`src/rtl/aluPkg.sv`:
```
package aluPkg;
  localparam int OP_W = 3;

  localparam logic [OP_W-1:0] OP_ADD = 3'd0;
  localparam logic [OP_W-1:0] OP_SUB = 3'd1;
  localparam logic [OP_W-1:0] OP_AND = 3'd2;
  localparam logic [OP_W-1:0] OP_OR  = 3'd3;
  localparam logic [OP_W-1:0] OP_SLT = 3'd4;

  typedef struct packed {
    logic invB;       // feed ~B into the adders
    logic forceCin;   // drive 1 into slice 0 instead of carryIn
    logic selSum;     // route adder sums to result
    logic selAnd;     // route AND bits to result
    logic selOr;      // route OR bits to result
    logic selSlt;     // route signed less-than into bit 0
    logic passCarry;  // expose top carry on carryOut
  } aluStrobeT;
endpackage

```
`src/rtl/aluHalfAdder.sv`:
```
module aluHalfAdder (
  input  logic inX,
  input  logic inY,
  output logic sumBit,
  output logic carryBit
);
  assign sumBit   = inX ^ inY;
  assign carryBit = inX & inY;
endmodule

```
`src/rtl/aluSlice.sv`:
```
module aluSlice (
  input  logic aBit,
  input  logic bBit,
  input  logic invB,
  input  logic cin,
  output logic sumBit,
  output logic andBit,
  output logic orBit,
  output logic cout
);
  logic bEff;
  logic partSum;
  logic partCarry;
  logic lateCarry;

  assign bEff = bBit ^ invB;

  aluHalfAdder u_haLow (
    .inX(aBit), .inY(bEff), .sumBit(partSum), .carryBit(partCarry)
  );
  aluHalfAdder u_haHigh (
    .inX(partSum), .inY(cin), .sumBit(sumBit), .carryBit(lateCarry)
  );

  assign cout   = partCarry | lateCarry;
  assign andBit = aBit & bBit;
  assign orBit  = aBit | bBit;
endmodule

```
`src/rtl/aluCtrl.sv`:
```
module aluCtrl
  import aluPkg::*;
(
  input  logic [OP_W-1:0] opSel,
  output aluStrobeT       strobe
);
  always_comb begin
    strobe = '0;
    unique case (opSel)
      OP_ADD: begin
        strobe.selSum    = 1'b1;
        strobe.passCarry = 1'b1;
      end
      OP_SUB: begin
        strobe.invB      = 1'b1;
        strobe.forceCin  = 1'b1;
        strobe.selSum    = 1'b1;
        strobe.passCarry = 1'b1;
      end
      OP_AND: strobe.selAnd = 1'b1;
      OP_OR:  strobe.selOr  = 1'b1;
      OP_SLT: begin
        strobe.invB     = 1'b1;
        strobe.forceCin = 1'b1;
        strobe.selSlt   = 1'b1;
      end
      default: strobe = '0;
    endcase
  end
endmodule

```
`src/rtl/aluDatapath.sv`:
```
module aluDatapath
  import aluPkg::*;
#(
  parameter int WIDTH = 16
) (
  input  logic [WIDTH-1:0] opA,
  input  logic [WIDTH-1:0] opB,
  input  logic             carryIn,
  input  aluStrobeT        strobe,
  output logic [WIDTH-1:0] result,
  output logic             carryOut,
  output logic             negFlag,
  output logic             zeroFlag
);
  localparam int MSB = WIDTH - 1;

  logic [WIDTH:0]   chain;
  logic [WIDTH-1:0] sumVec;
  logic [WIDTH-1:0] andVec;
  logic [WIDTH-1:0] orVec;
  logic             overflow;
  logic             lessBit;

  assign chain[0] = strobe.forceCin | carryIn & ~strobe.forceCin;

  for (genvar i = 0; i < WIDTH; i++) begin : g_slice
    aluSlice u_slice (
      .aBit  (opA[i]),
      .bBit  (opB[i]),
      .invB  (strobe.invB),
      .cin   (chain[i]),
      .sumBit(sumVec[i]),
      .andBit(andVec[i]),
      .orBit (orVec[i]),
      .cout  (chain[i+1])
    );
  end

  // signed compare: sign of A-B corrected by overflow
  assign overflow = chain[WIDTH] ^ chain[MSB];
  assign lessBit  = sumVec[MSB] ^ overflow;

  for (genvar i = 0; i < WIDTH; i++) begin : g_resMux
    if (i == 0) begin : g_low
      assign result[i] = (strobe.selSum & sumVec[i]) | (strobe.selAnd & andVec[i])
                       | (strobe.selOr & orVec[i])   | (strobe.selSlt & lessBit);
    end else begin : g_up
      assign result[i] = (strobe.selSum & sumVec[i]) | (strobe.selAnd & andVec[i])
                       | (strobe.selOr & orVec[i]);
    end
  end

  assign carryOut = strobe.passCarry & chain[WIDTH];
  assign negFlag  = result[MSB];
  assign zeroFlag = ~|result;
endmodule

```
`src/rtl/bitSliceAlu.sv`:
```
module bitSliceAlu
  import aluPkg::*;
#(
  parameter int WIDTH = 16
) (
  input  logic [WIDTH-1:0] opA,
  input  logic [WIDTH-1:0] opB,
  input  logic             carryIn,
  input  logic [OP_W-1:0]  opSel,
  output logic [WIDTH-1:0] result,
  output logic             carryOut,
  output logic             negFlag,
  output logic             zeroFlag
);
  aluStrobeT strobe;

  aluCtrl u_ctrl (
    .opSel (opSel),
    .strobe(strobe)
  );

  aluDatapath #(.WIDTH(WIDTH)) u_dp (
    .opA     (opA),
    .opB     (opB),
    .carryIn (carryIn),
    .strobe  (strobe),
    .result  (result),
    .carryOut(carryOut),
    .negFlag (negFlag),
    .zeroFlag(zeroFlag)
  );
endmodule

```
`config.mk`:
```
export PLATFORM = sky130hd
export DESIGN_NAME = bitSliceAlu
export DESIGN_NICKNAME = d
export VERILOG_FILES = /design/src/rtl/aluPkg.sv /design/src/rtl/aluHalfAdder.sv /design/src/rtl/aluSlice.sv /design/src/rtl/aluCtrl.sv /design/src/rtl/aluDatapath.sv /design/src/rtl/bitSliceAlu.sv
export SDC_FILE = /design/constraint.sdc
export NUM_CORES = 1
export LEC_CHECK = 0
export ABC_CLOCK_PERIOD_IN_PS = 13400
export BUFFER_PORTS_ARGS = -buffer_cell sky130_fd_sc_hd__buf_2
export CAP_MARGIN = 0
export CORE_MARGIN = 1.5
export CORE_UTILIZATION = 30
export DETAILED_ROUTE_END_ITERATION = 6
export MAX_ROUTING_LAYER = met4
export PLACE_DENSITY = 0.68
export SLEW_MARGIN = 15
export SYNTH_ARGS = -nofsm -noshare
export SYNTH_HDL_FRONTEND = slang
export SYNTH_HIERARCHICAL = 1
export SYNTH_SLANG_ARGS = --single-unit
export TNS_END_PERCENT = 20
```
`constraint.sdc`:
```
create_clock -name vclk -period 13.4
set_clock_uncertainty 0.05 [all_clocks]
set_input_delay 2.68 -clock vclk [all_inputs]
set_output_delay 2.68 -clock vclk [all_outputs]
set_load 0.02 [all_outputs]
```
Word-level counts from Yosys, hierarchy flattened
Cells that the tools add are included.

Flip-flop bits (word level): 0. Logic and storage cells: 230. Input bits: 36.

Reduce and logical (&&, ||, !) cells: 5. Mux-type cells: 5. Equality and inequality tests: 4. Bitwise logic cells: 216.

Operator list (count): $and A1 B1 Y1 (99); $or A1 B1 Y1 (66); $xor A1 B1 Y1 (50); $reduce_or A16 Y1 (1); $eq A3 B2 Y1 const B (2); $mux W1 (4); $reduce_or A2 Y1 (2); $eq A3 B1 Y1 const B (1); $eq A3 B3 Y1 const B (1); $logic_not A3 Y1 (1); $mux W2 (1); $logic_not A1 Y1 (1); $not A1 Y1 (1).

Logic depth before layout (Yosys ltp)
Depth in word-level cells: 44. Depth in mapped cells: 41. Depth with buffers taken out: 40.

Cells and area by module
Netlist, hierarchy kept.

By module, submodules not included: aluSlice (cells an instance 4, times used 16, sequential area each 0.0 um^2, area an instance 28.8 um^2); aluHalfAdder (cells an instance 1, times used 32, sequential area each 0.0 um^2, area an instance 12.5 um^2); aluDatapath (cells an instance 48, times used 1, sequential area each 0.0 um^2, area an instance 334.1 um^2); aluCtrl (cells an instance 8, times used 1, sequential area each 0.0 um^2, area an instance 56.3 um^2).

Worst setup path before layout
No wires, ideal clock.

Path kind: input-to-output. Start: in opSel[0]. End: out zeroFlag. Cell stages on the path: 40. Slack: -0.347 ns. Buffers on the path: 1. Data required time: 10.670 ns. Arrival time: 11.017 ns. Cell sequence: xnor2_1 > nor2_1 > buf_4 > xor2_1 > ha_1 > ha_1 > or2_1 > ha_1 > or2_1 > ha_1 > or2_1 > ha_1 > or2_1 > ha_1 > or2_1 > ha_1 > or2_1 > ha_1 > [... 4 more ...] > or2_1 > ha_1 > or2_1 > ha_1 > or2_1 > ha_1 > or2_1 > ha_1 > or2_1 > ha_1 > or2_1 > ha_1 > or2_1 > ha_1 > a222oi_1 > nand2_1 > or4_1 > nor4_2.

RTL lines: start: declaration (line bitSliceAlu.sv:9) `input logic [OP_W-1:0] opSel,`; end: declaration (line bitSliceAlu.sv:13) `output logic zeroFlag`.

==> flow_summary.yaml <==
drt:
  drt_wl_total_mm: 3.56
  post_drt_wl_per_cell_um: 12.8
  drc_errors: 0
  detail_route.vias_per_cell: 4.99
  dr.pass1.iters: 7
  vias: 1383
  ant_nets: 0
  drtIter0Drc: 156
status:
  violations: "negative setup slack"
  status: "complete, but fails checks"
sta:
  period_needed_ns: 13.56
  worst_pin_slew_ns: 0.627
  grt_setup_unrepaired: "true"
  final-setup-viol-count: 3
  setup_ws_ns: -0.161
  fin_setup_tns_ns: -0.421
  finalMaxSlewViolations: 0
  maxSlewHeadroom_pct: 58.0
  fin_hold_ws_ns: 5.77
  fmax_mhz: 73.7
  hold_violations: 0
  period_share_pct: 101
synth:
  syn_inst: 152
  ys_seq_area_share_pct: 0
  syn_avg_cell_area_um2: 8.23
  synth_fp_nets: 220
  yosys_warnings: 6
  synth.distinct_cells: 22
  synth_area_um2: 1250
global_route:
  grt_pass1_vias: 1244
  grtUsageTotal_pct: 15.8
  grt_max_degree: 17
  grt_pass1_wl_mm: 5.60
  grt-ovfl-total: 0
  antenna_found_initial: 0
cells_and_area:
  layout_commonest_cell: "buf_2"
  final_cell_mix: "50 x buf_2, 31 x or2_1, 27 x buf_4"
  drive_gt1_share_pct: 54.6
  n_antenna_cell: 0
  n_sequential_cell: 0
  layout.nets: 297
  final_util_pct: 46.3
  clkbuf_count: 0
  final-seq-area_um2: 0
  syn_to_final_growth_pct: 48.1
placed_design:
  portBuffers: 55
  gp_congestion: 0.729
  post-place-ws_ns: -0.402
  hpwl_mm: 2.61
worst_hold_path:
  hp-class: "primary input to output port"
critical_path:
  critical_path.slowest_cell: "ha_4"
  required_ns: 10.67
  critical_path_class: "primary input to output port"
  cpMostUsedCell: "ha_2"
  crit_path_max_fanout: 3
  crit_path_start_kind: "primary input"
  slowest_delay_ns: 0.28
  cp-end-kind: "output port"
  arrival_ns: 10.83
clocking:
  cts_hold_buf: 0
floorplanning:
  die-area_um2: 4570
  num_rows: 23
  core_um2: 4000
  die_x_um: 67.6
  start_util_pct: 31.3
  num_io_pins: 55
  die_h_um: 67.6
job:
  maxCapViolCount: 0
power_and_ir_drop:
  leakagePower_uw: 0.00103
  p_per_area_nw_per_um2: 63.2
  vdd_drop_max_uv: 26.0
-- per-stage QoR --
step                std cells  power, uW  cell area (um^2)
finish                    277        117              1850
global route              277        132              1850
CTS                       276        109              1810
detailed placement        264       97.5              1660
global placement          264       96.0              1660
floorplan                 152       64.4              1270
-- what timing repair did --
action                                  in CTS  in global routing
hold endpoints to repair                     0                  0
pin swaps                                   21                  5
buffers inserted                            12                  1
resized for setup                           19                  9
endpoints found under the setup margin       2                  4
-- metal layers --
layer  vias up  share of wire (%)  global-route usage (%)
met2        51                 51                    26.7
met3         0                5.5                   0.333
met4         0                  0                   0.510
li1        695                  -                       -
met1       637                 44                    22.0
met5         -                  0                       -
-- final timing paths --
| check | startpoint | to | depth (start not counted) |
|---|---|---|---|
| setup / recovery | opSel[2] | result[15] | 48 |
| hold / removal | opA[3] | result[3] | 5 |
-- critical path, delay by kind of cell --
kind	cells	cell delay, ns
adder cells (fa/ha/maj)	17	2.99
AND/OR/NAND/NOR	16	3.37
XOR/XNOR	2	0.33
buffers and inverters	12	1.38
AO/OA/AOI/OAI	1	0.10
-- final cells by class --
cell class / instances / area (um^2)
inverter: 13 / 51.3
tap: 50 / 62.6
fill: 409 / 2150
multi-input combinational: 133 / 1240
timing repair buffer: 81 / 498
-- synth_stat cells (all sizes together) --
master	instances	share of area (%)
buf	5	3.6
or2	33	17
a222oi	14	11
and2	17	10
nand4	2	1.0
xor2	16	11
ha	32	32
nand2	5	1.5
nor3b	2	1.2
nor4	1	1.0
xnor2	3	2.1
or4	1	0.60
nand3	1	0.40
clkbuf	1	0.30
nor2	2	0.60
inv	13	3.9
a21bo	1	0.80
a22oi	2	1.2
and3b	1	0.80
-- logic make-up (layout without fill, tap and decap cells) --
| logic type | Yosys count | after routing | synth area share [%] |
|---|---|---|---|
| xor+xnor | 19 | 19 | 13.3 |
| buf+inv | 19 | 94 | 7.80 |
| simple gates | 65 | 65 | 33.7 |
| fa+ha+maj | 32 | 32 | 32.0 |
| compound gates | 17 | 17 | 13.2 |
-- power breakdown --
| group | internal [uW] | leakage, uW | switching [uW] |
|---|---|---|---|
| Clock | 0 | 0 | 0 |
| Combinational | 60.1 | 0.00103 | 57.1 |
| Sequential | 0 | 0 | 0 |
| Total | 60.1 | 0.00103 | 57.1 |
(Power assumes the default switching activity.)
